<file path="config.mk">
export PLATFORM = sky130hd
export DESIGN_NAME = irq_prio_resolver
export DESIGN_NICKNAME = d
export VERILOG_FILES = /design/src/rtl/irq_prio_pkg.sv /design/src/rtl/irq_prio_scan.sv /design/src/rtl/irq_prio_state.sv /design/src/rtl/irq_prio_resolver.sv
export SDC_FILE = /design/constraint.sdc
export NUM_CORES = 1
export LEC_CHECK = 0
export BUFFER_PORTS_ARGS = -buffer_cell sky130_fd_sc_hd__buf_4
export CAP_MARGIN = 15
export CORE_MARGIN = 1.5
export CORE_UTILIZATION = 50
export DETAILED_ROUTE_END_ITERATION = 7
export HOLD_SLACK_MARGIN = 0.15
export PLACE_DENSITY = 0.7
export SYNTH_ARGS = -nofsm -noshare
export SYNTH_HDL_FRONTEND = slang
export SYNTH_HIERARCHICAL = 1
export SYNTH_SLANG_ARGS = --single-unit
</file>
<file path="constraint.sdc">
create_clock -name clk -period 5.2 [get_ports clk]
set_input_delay 0 -clock clk [delete_from_list [all_inputs] [get_ports clk]]
set_output_delay 0 -clock clk [all_outputs]
set_load 0.01 [all_outputs]
</file>
<file path="src/rtl/irq_prio_pkg.sv">
package irq_prio_pkg;
  typedef enum logic [1:0] {
    CMD_NONE    = 2'd0,
    CMD_EOI_NS  = 2'd1,
    CMD_EOI_SP  = 2'd2,
    CMD_SET_PRI = 2'd3
  } cmd_e;
endpackage

</file>
<file path="src/rtl/irq_prio_scan.sv">
// Circular first-hit search starting one past the lowest-priority pointer.
// A set blocker bit ends the search before its own candidate is looked at.
module irq_prio_scan #(
  parameter int N  = 8,
  parameter int PW = $clog2(N)
) (
  input  logic [N-1:0]  cand,
  input  logic [N-1:0]  block,
  input  logic [PW-1:0] ptr,
  output logic          hit,
  output logic [PW-1:0] pin
);
  logic [PW:0] idx;
  logic        stop;

  always_comb begin
    hit  = 1'b0;
    pin  = '0;
    stop = 1'b0;
    idx  = '0;
    for (int i = 0; i < N; i++) begin
      idx = {1'b0, ptr} + (PW+1)'(i + 1);
      if (idx >= (PW+1)'(N)) idx = idx - (PW+1)'(N);
      if (!hit && !stop) begin
        if (block[idx[PW-1:0]]) begin
          stop = 1'b1;
        end else if (cand[idx[PW-1:0]]) begin
          hit = 1'b1;
          pin = idx[PW-1:0];
        end
      end
    end
  end
endmodule

</file>
<file path="src/rtl/irq_prio_state.sv">
// In-service vector and lowest-priority pointer registers.
module irq_prio_state #(
  parameter int N  = 8,
  parameter int PW = $clog2(N)
) (
  input  logic          clk,
  input  logic          rst,
  input  logic [N-1:0]  set_vec,
  input  logic [N-1:0]  clr_vec,
  input  logic          ptr_load,
  input  logic [PW-1:0] ptr_val,
  output logic [N-1:0]  isr_q,
  output logic [PW-1:0] ptr_q
);
  always_ff @(posedge clk) begin
    if (rst) begin
      isr_q <= '0;
      ptr_q <= PW'(N - 1);
    end else begin
      isr_q <= (isr_q | set_vec) & ~clr_vec;
      if (ptr_load) ptr_q <= ptr_val;
    end
  end
endmodule

</file>
<file path="src/rtl/irq_prio_resolver.sv">
module irq_prio_resolver #(
  parameter int N       = 8,
  parameter int CASCADE = 2
) (
  input  logic                 clk,
  input  logic                 rst,
  input  logic [N-1:0]         request_i,
  input  logic [N-1:0]         mask_i,
  input  logic                 smm_i,
  input  logic                 sfnm_i,
  input  logic                 rotate_i,
  input  logic                 ack_i,
  input  logic [1:0]           cmd_op_i,
  input  logic [$clog2(N)-1:0] cmd_arg_i,
  output logic                 req_valid_o,
  output logic [$clog2(N)-1:0] req_pin_o,
  output logic                 eoi_valid_o,
  output logic [$clog2(N)-1:0] eoi_pin_o,
  output logic [N-1:0]         isr_o,
  output logic [$clog2(N)-1:0] lowprio_o
);
  import irq_prio_pkg::*;
  localparam int PW = $clog2(N);
  localparam logic [N-1:0] CASC_BIT = N'(1) << CASCADE;

  cmd_e          op;
  logic [N-1:0]  isr_q;
  logic [PW-1:0] ptr_q;
  logic [N-1:0]  req_cand, req_block, eoi_cand;
  logic [N-1:0]  set_vec, clr_vec;
  logic          ptr_load;
  logic [PW-1:0] ptr_val;

  assign op = cmd_e'(cmd_op_i);

  // Request side: masked lines never qualify; in-service lines block
  // unless special mask mode, and the cascade line is exempt in SFNM.
  assign req_cand  = request_i & ~mask_i;
  assign req_block = smm_i ? '0 : (isr_q & ~(sfnm_i ? CASC_BIT : '0));

  // Retire side: in special mask mode masked in-service lines are skipped.
  assign eoi_cand  = isr_q & ~(smm_i ? mask_i : '0);

  irq_prio_scan #(.N(N), .PW(PW)) u_req_scan (
    .cand (req_cand),
    .block(req_block),
    .ptr  (ptr_q),
    .hit  (req_valid_o),
    .pin  (req_pin_o)
  );

  irq_prio_scan #(.N(N), .PW(PW)) u_eoi_scan (
    .cand (eoi_cand),
    .block('0),
    .ptr  (ptr_q),
    .hit  (eoi_valid_o),
    .pin  (eoi_pin_o)
  );

  always_comb begin
    set_vec  = (ack_i && req_valid_o) ? (N'(1) << req_pin_o) : '0;
    clr_vec  = '0;
    ptr_load = 1'b0;
    ptr_val  = cmd_arg_i;
    unique case (op)
      CMD_EOI_NS: if (eoi_valid_o) begin
        clr_vec  = N'(1) << eoi_pin_o;
        ptr_load = rotate_i;
        ptr_val  = eoi_pin_o;
      end
      CMD_EOI_SP: begin
        clr_vec  = N'(1) << cmd_arg_i;
        ptr_load = rotate_i;
      end
      CMD_SET_PRI: ptr_load = rotate_i;
      default: ;
    endcase
  end

  irq_prio_state #(.N(N), .PW(PW)) u_state (
    .clk     (clk),
    .rst     (rst),
    .set_vec (set_vec),
    .clr_vec (clr_vec),
    .ptr_load(ptr_load),
    .ptr_val (ptr_val),
    .isr_q   (isr_q),
    .ptr_q   (ptr_q)
  );

  assign isr_o     = isr_q;
  assign lowprio_o = ptr_q;
endmodule

</file>
==> impl_metrics.ini, run 1 <==
[run_status]
outcome = finished clean

[logic_synthesis]
synth_compound_area_share_pct = 20.5
synth_cell_types = 66
synth_top_cell_area_share_pct = 14.2
yosys_warnings = 6
synth_xor_area_share_pct = 3.22
syn_avg_cell_area_um2 = 8.34
yosysSeqAreaShare_pct = 5.78
syn-instance-count = 457
synth_fa_ha_area_share_pct = 2.63
synthArstFlopShare_pct = 0
synth_ff_type = dfxtp_1
synth_area_um2 = 3810
synth_area_leaders = mux4_2, mux2i_1, dfxtp_1, nor3_1, nor2b_1
ys_seq_elements = 11
synth_top_family_by_area = multiplexers
synth_mux_area_share_pct = 30.8
synth_edf_count = 0
synthSimpleGateAreaFrac_pct = 29.8
synth.largest_area_cell = mux4_2

[run]
drv_cap = 0

[drt]
drt_iter0_markers = 544
met1_length_um = 5120
wl_met2_um = 5470
route.detailed.drc = 0
wl_per_cell_um = 18.0
ant_nets = 0
num_vias = 4056
wl_met3_um = 907
drt_wl_total_um = 11600
detail_route.first_pass.iterations = 5
top_layer = met4
viasPerCell = 6.30

[finish]
diodes = 0
nNetsFinal = 581
mostFrequentLayoutCells = conb_1, buf_4, mux2i_1
final_common_cell = conb_1
synthToLayoutAreaGrowth_pct = 15.5
drive_gt1_share_pct = 21.7

[clock_tree]
cts_max_level = 1
cts_tree = yes
clk_pin_slew_worst_paths_ps = 50
hold_buffers = 2
clockBufferDepth = 2
clock-sinks = 11
ctsResizeCount = 0
clock_latency_ps = 240
cts_buffers = 3
root_buffer = clkbuf_8
post_cts_buffers = 0

[placed_design]
dp.final_hpwl_um = 8840
place_congestion = 0.959
dp_slack_ps = 975
io_buffers = 45

[grt]
overflow = 0
grt_max_degree = 57
grt_pass1_wl_um = 18900
grt.total_usage_pct = 28.0
grt_antenna_before_repair = 0
grt_pass1_vias = 3660

[power]
ir_drop_v = 0.000227
seqPwrFrac_pct = 14.1
power.leakage_nw = 1.77
p_int_w = 0.000390
p_sw_share_pct = 48.4
p_switching_w = 0.000365
p_per_area_nw_per_um2 = 172
power.share.clock_pct = 11.4
combPwrFrac_pct = 74.4

[sta]
fin_skew_ps = 3.04
relSlewSlack_pct = 19.9
worst_slack_ps = 882
max_freq_mhz = 232
drv_slew = 0
rsz0062_at_grt = no
finalCriticalPeriod_ps = 4320
period_share_pct = 83.0
hold_viol = 0
tns_ps = 0
setup_viol = 0
tightestPinTransition_ps = 1190

[critical_path]
path_class = register to register
crit_fanout = 47
cp-start-kind = register
cp.required_ps = 5330
arrival_ps = 4450
end_kind = register

[floorplanning]
io_pins = 46
fp.dieH_um = 90.3
initial_core_util_pct = 52.0
fp.dieW_um = 90.3
rows = 31
core-area_um2 = 7330
die-area_um2 = 8150

[worst_hold_path]
hold_class = input pin to register
## Yosys cell counts, drive strengths merged, types with 9 or more instances
master / count
nand2b: 9
nor2b: 24
inv: 17
nand3b: 12
nand2: 34
nor3: 32
mux4: 24
mux2: 10
dfxtp: 11
a21oi: 11
nor2: 43
buf: 25
mux2i: 48
nand3: 11
## registers in the layout (all words and copies together), names as in the netlist
signal         cells
u_state/isr_q      8
u_state/ptr_q      3
## routing by layer
layer / track usage (%) / vias up
met5: 0 / -
met4: 3.84 / 0
met3: 3.20 / 16
met2: 46.1 / 185
met1: 40.2 / 1941
li1: - / 1914
## cell type report
class / instances / area, um^2
multi-input cells: 457 / 3520
fillers: 696 / 2930
repair buffers: 56 / 425
flip-flops and latches: 11 / 224
well taps: 99 / 124
inverters: 17 / 63.8
clock buffers: 4 / 45.0
## path summary, 6_finish.rpt
| kind | startpoint | end | slack [ps] | cells after the start |
|---|---|---|---|---|
| max | u_state/ptr_q[0] | u_state/isr_q[4] | 880 | 14 |
| min | cmd_arg_i[1] | u_state/ptr_q[1] | 200 | 3 |
| max reg2reg | u_state/ptr_q[0] | u_state/isr_q[4] | 880 | 14 |
| min reg2reg | u_state/isr_q[0] | u_state/isr_q[0] | 520 | 2 |
## power by group through the flow
stage               Combinational (W)  Sequential, W  Clock [W]
floorplan                    0.000422       0.000105          0
global placement             0.000538       0.000108          0
detailed placement           0.000543       0.000109          0
CTS                          0.000547       0.000107  0.0000863
global route                 0.000607       0.000108  0.0000915
finish                       0.000562       0.000107  0.0000865
## cell families (layout without fill, tap and decap cells)
logic type	count (synthesis)	after routing
AOI/OAI and AO/OA	101	101
xor gates and xnor gates	8	8
adders and majority gates	8	8
buffers and inverters	43	77
DFF	11	11
muxes	82	82
other	1	55
and+or+nand+nor	203	203
## stage by stage
stage / instances / utilization, % / hold slack, ps / cell area (um^2) / total power (W)
3_5_place_dp: 638 / 59.1 / 278 / 4340 / 0.000652
5_1_grt: 644 / 60.0 / 195 / 4400 / 0.000807
3_3_place_gp: 638 / 59.1 / 274 / 4340 / 0.000646
4_1_cts: 644 / 60.0 / 188 / 4400 / 0.000740
2_1_floorplan: 511 / - / 98.6 / 4010 / 0.000527
6_report: 644 / 60.0 / 198 / 4400 / 0.000756
## worst max-delay path, cell delays in order (launching register included)
cell	delay (ps)
dfxtp_2	320
buf_4	450
inv_1	270
ha_1	400
buf_4	240
nand2b_1	180
and2_1	210
mux2_2	260
a32oi_1	380
nor3_1	140
a211oi_1	310
mux2i_1	240
or3b_2	540
o22ai_1	180
nor3_1	70
Note: power is estimated with default switching activity, not from simulation.
==> run 2, diff against run 1 <==
==> constraint.sdc (replaced) <==
create_clock -name clk -period 4.45 [get_ports clk]
set_input_delay 0 -clock clk [delete_from_list [all_inputs] [get_ports clk]]
set_output_delay 0 -clock clk [all_outputs]
set_load 0.01 [all_outputs]
==> impl_metrics.ini, run 2 (synthesized netlist as in run 1, its figures left out) <==
[run_status]
outcome = finished clean

[floorplanning]
fp.dieH_um = 90.3
fp.dieW_um = 90.3
io_pins = 46
die-area_um2 = 8150
rows = 31
core-area_um2 = 7330
initial_core_util_pct = 52.0

[finish]
synthToLayoutAreaGrowth_pct = 16.5
nNetsFinal = 586
largest_reg_flops = 8
layout.cells.non_filler = 649
max_flop_register = u_state/isr_q
drive_gt1_share_pct = 22.4
final_common_cell = buf_4
mostFrequentLayoutCells = buf_4, conb_1, mux2i_1
reg_top3 = u_state/isr_q: 8 flops, u_state/ptr_q: 3 flops
diodes = 0

[run]
drv_cap = 0

[power]
combPwrFrac_pct = 74.4
ir_drop_v = 0.000128
seqPwrFrac_pct = 14.1
power.leakage_nw = 1.80
p_switching_w = 0.000426
power.share.clock_pct = 11.5
p_sw_share_pct = 48.0
p_per_area_nw_per_um2 = 200
p_int_w = 0.000460
total_power_w = 0.000886

[drt]
drt_iter0_markers = 432
wl_per_cell_um = 17.5
ant_nets = 0
detail_route.first_pass.iterations = 5
viasPerCell = 6.27
drt_wl_total_um = 11400
num_vias = 4069
route.detailed.drc = 0

[sta]
relSlewSlack_pct = 40.3
max_freq_mhz = 254
drv_slew = 0
fin_skew_ps = 1.20
finalCriticalPeriod_ps = 3940
rsz0062_at_grt = no
setup_viol = 0
fin_hold_ws_ps = 192
tns_ps = 0
tightestPinTransition_ps = 887
hold_viol = 0
period_share_pct = 88.6
worst_slack_ps = 509

[grt]
grt.total_usage_pct = 28.1
grt_pass1_vias = 3835
grt_max_degree = 57
grt_pass1_wl_um = 18900
overflow = 0
grt_antenna_before_repair = 0

[clock_tree]
cts_buffers = 3
root_buffer = clkbuf_8
clockBufferDepth = 2
cts_max_level = 1
clk_pin_slew_worst_paths_ps = 50
clock-sinks = 11
clock_latency_ps = 240
cts_tree = yes
post_cts_buffers = 0
ctsResizeCount = 0

[critical_path]
crit_fanout = 15
cpMostUsedCell = nor3_1
rr_startpoint = u_state/ptr_q[0]
cp-start-kind = register
critPathLaunch = u_state/ptr_q[0]
slowest_delay_ps = 700
crit_chain = inv_1 -> ha_1 -> buf_4 -> mux2_2 -> mux2_4 -> nor3_1 -> o21ai_1 -> a221oi_1 -> nand2_1 -> a41oi_1 -> nand3_1 -> nor3_1 -> nor2_1 -> nor3_1
arrival_ps = 4110
end_kind = register
crit_buf_inv = 2
cp.required_ps = 4620
cpMaxStageDelayCell = ha_1
critPathTopFamily = simple AND/OR/NAND/NOR gates
path_class = register to register

[worst_hold_path]
hold_start = cmd_arg_i[1]
hold_class = input pin to register

[placed_design]
dpl.cell_count = 643
io_buffers = 45
dp.final_hpwl_um = 8870
dp_slack_ps = 578
place_congestion = 0.973
[run 2: cell types whose count changed in the layout (fill, tap and decap cells not counted), sizes merged]
cell  change
buf       +5
[run 2: power groups by stage]
stage | registers (W) | clock network [W] | logic (W)
finish | 0.000125 | 0.000102 | 0.000659
global route | 0.000127 | 0.000108 | 0.000715
CTS | 0.000125 | 0.000105 | 0.000644
detailed placement | 0.000127 | 0 | 0.000640
global placement | 0.000126 | 0 | 0.000636
floorplan | 0.000123 | 0 | 0.000493
[run 2: final timing paths]
path                           end  slack [ps]  cells past startpoint
setup / recovery  u_state/isr_q[2]         510                     14
hold / removal    u_state/ptr_q[1]         190                      3
setup reg to reg  u_state/isr_q[2]         510                     14
hold reg to reg   u_state/isr_q[4]         520                      2
[run 2: routing by layer]
| layer | track usage (%) | vias up | routed length (um) |
|---|---|---|---|
| met2 | 43.8 | 235 | 5110 |
| met3 | 2.78 | 33 | 962 |
| met5 | 0 | - | 0 |
| li1 | - | 1916 | - |
| met1 | 40.7 | 1885 | 4960 |
| met4 | 8.99 | 0 | 335 |
[run 2: cell type report]
type / count / area, um^2
clock buffer: 4 / 45.0
fill: 637 / 2890
timing repair buffer: 61 / 463
sequential: 11 / 224
multi-input combinational: 457 / 3520
inverter: 17 / 63.8
tap: 99 / 124
[run 2: through the flow]
step | utilization (%) | cell area, um^2
after detailed placement | 59.7 | 4370
after global placement | 59.7 | 4370
final | 60.5 | 4440
after floorplan | - | 4010
after global routing | 60.5 | 4440
after CTS | 60.5 | 4440
[run 2: timing repair]
item                                   4_1_cts  5_1_grt
endpoints found under the hold margin       11        0
hold buffers                                 2        0
setup endpoints to repair                    0        0
[run 2: worst register-to-register path: stages, from the launching register on]
cell and delay [ps]:
dfxtp_2 340, inv_1 120, ha_1 710, buf_4 280
mux2_2 360, mux2_4 270, nor3_1 170, o21ai_1 120
a221oi_1 350, nand2_1 100, a41oi_1 420, nand3_1 230
nor3_1 220, nor2_1 70, nor3_1 120
==> run 3, diff against run 2 <==
--- a/config.mk
+++ b/config.mk
@@ -7,11 +7,13 @@
 export LEC_CHECK = 0
 export BUFFER_PORTS_ARGS = -buffer_cell sky130_fd_sc_hd__buf_4
 export CAP_MARGIN = 15
+export CELL_PAD_IN_SITES_DETAIL_PLACEMENT = 1
+export CELL_PAD_IN_SITES_GLOBAL_PLACEMENT = 1
 export CORE_MARGIN = 1.5
-export CORE_UTILIZATION = 50
+export CORE_UTILIZATION = 46
 export DETAILED_ROUTE_END_ITERATION = 7
 export HOLD_SLACK_MARGIN = 0.15
-export PLACE_DENSITY = 0.7
+export PLACE_DENSITY_LB_ADDON = 0.1
 export SYNTH_ARGS = -nofsm -noshare
 export SYNTH_HDL_FRONTEND = slang
 export SYNTH_HIERARCHICAL = 1
==> impl_metrics.ini, run 3 (synthesized netlist as in run 1, its figures left out) <==
[critical_path]
crit_fanout = 18
cp-start-kind = register
crit_chain = inv_1 -> ha_1 -> mux2i_1 -> mux4_2 -> a22oi_2 -> nand2b_1 -> a221oi_1 -> a211oi_1 -> mux2i_1 -> nand2b_1 -> nor2_1 -> nor2_1 -> nor3_1
crit_buf_inv = 1
path_class = register to register
arrival_ps = 4180
end_kind = register
cpMaxStageDelayCell = ha_1
critPathTopFamily = multiplexers
cp.required_ps = 4610
slowest_delay_ps = 770

[grt]
grt_pass1_wl_um = 21800
grt_antenna_before_repair = 0
overflow = 0
grt_max_degree = 49
grt.total_usage_pct = 31.3
grt_pass1_vias = 4263

[floorplanning]
rows = 33
fp.dieW_um = 94.0
initial_core_util_pct = 46.8
die-area_um2 = 8840
io_pins = 46
core-area_um2 = 8130
fp.dieH_um = 94.0

[finish]
fin_util_pct = 55.2
largest_reg_flops = 8
max_flop_register = u_state/isr_q
drive_gt1_share_pct = 23.4
nNetsFinal = 592
synthToLayoutAreaGrowth_pct = 17.8
num-fill-cells = 1027
mostFrequentLayoutCells = buf_4, conb_1, mux2i_1
layout.cells.non_filler = 661
diodes = 0
reg_top3 = u_state/isr_q: 8 flops, u_state/ptr_q: 3 flops
final_common_cell = buf_4

[sta]
tns_ps = 0
rsz0062_at_grt = no
relSlewSlack_pct = 33.3
finalCriticalPeriod_ps = 4020
drv_slew = 0
max_freq_mhz = 249
fin_skew_ps = 5.72
tightestPinTransition_ps = 987
setup_viol = 0
period_share_pct = 90.3
hold_viol = 0

[clock_tree]
cts_tree = yes
clockBufferDepth = 2
root_buffer = clkbuf_8
cts_buffers = 3
clock-sinks = 11
clk_pin_slew_worst_paths_ps = 50
ctsResizeCount = 0
clock_latency_ps = 240
cts_max_level = 1

[run]
drv_cap = 0

[drt]
wl_per_cell_um = 20.4
num_vias = 4143
ant_nets = 0
drt_wl_total_um = 13500
drt_iter0_markers = 270
detail_route.first_pass.iterations = 4
route.detailed.drc = 0
viasPerCell = 6.27

[power]
ir_drop_v = 0.000140
power.leakage_nw = 1.83
p_per_area_nw_per_um2 = 203

[placed_design]
dp.final_hpwl_um = 10500
place_congestion = 0.904
dpl.cell_count = 656
io_buffers = 45

[worst_hold_path]
hold_class = input pin to register

[run_status]
outcome = finished clean
==> run 3: cell types whose count changed in the layout (fill, tap and decap cells not counted), sizes merged <==
cell,previous run,this run
buf,59,66
dlygate4sd3,2,1
==> run 3: layer usage <==
layer | vias to the layer above | share of wire [%] | track usage [%]
li1 | 1927 | - | -
met2 | 155 | 48 | 52.2
met3 | 22 | 6.5 | 4.85
met1 | 2039 | 44 | 42.0
met4 | 0 | 1.6 | 8.08
met5 | - | 0 | 0
==> run 3: what timing repair did <==
action,4_1_cts,5_1_grt
endpoints found under the hold margin,11,0
hold buffers,1,0
setup buffers,0,0
setup endpoints to repair,0,0
==> run 3: final timing paths <==
kind / start / end / slack (ps) / depth (start not counted)
worst max-delay path: u_state/ptr_q[1] / u_state/isr_q[4] / 430 / 13
worst min-delay path: cmd_arg_i[2] / u_state/ptr_q[2] / 160 / 3
worst max register to register: u_state/ptr_q[1] / u_state/isr_q[4] / 430 / 13
worst min register to register: u_state/isr_q[0] / u_state/isr_q[0] / 520 / 2
==> run 3: final cells by class <==
| cell class | instances | area (um^2) | area share [%] |
|---|---|---|---|
| well taps | 105 | 131 | 2.93 |
| repair buffers | 67 | 505 | 11.3 |
| multi-input cells | 457 | 3520 | 78.4 |
| inverters | 17 | 63.8 | 1.42 |
| flip-flops and latches | 11 | 224 | 4.99 |
| clock buffers | 4 | 45.0 | 1.00 |
==> run 3: per-stage QoR <==
stage          power (W)  setup WS (ps)  area [um^2]  hold WS (ps)
2_1_floorplan   0.000616            559         4010          98.6
3_3_place_gp    0.000773            653         4430           287
3_5_place_dp    0.000790            529         4430           288
4_1_cts         0.000895            504         4490           158
5_1_grt         0.000974           52.4         4490           164
6_report        0.000909            431         4490           163
==> run 3: worst min-delay path: stages <==
cell and delay, ps:
buf_4 130, a21bo_2 140, a211o_1 110
==> run 3: power breakdown <==
part / switching (W) / leakage (nW) / total, W / internal (W)
clock: 0.0000375 / 0.0228 / 0.000100 / 0.0000629
combinational: 0.000391 / 1.72 / 0.000683 / 0.000293
sequential: 0.0000176 / 0.0883 / 0.000126 / 0.000108
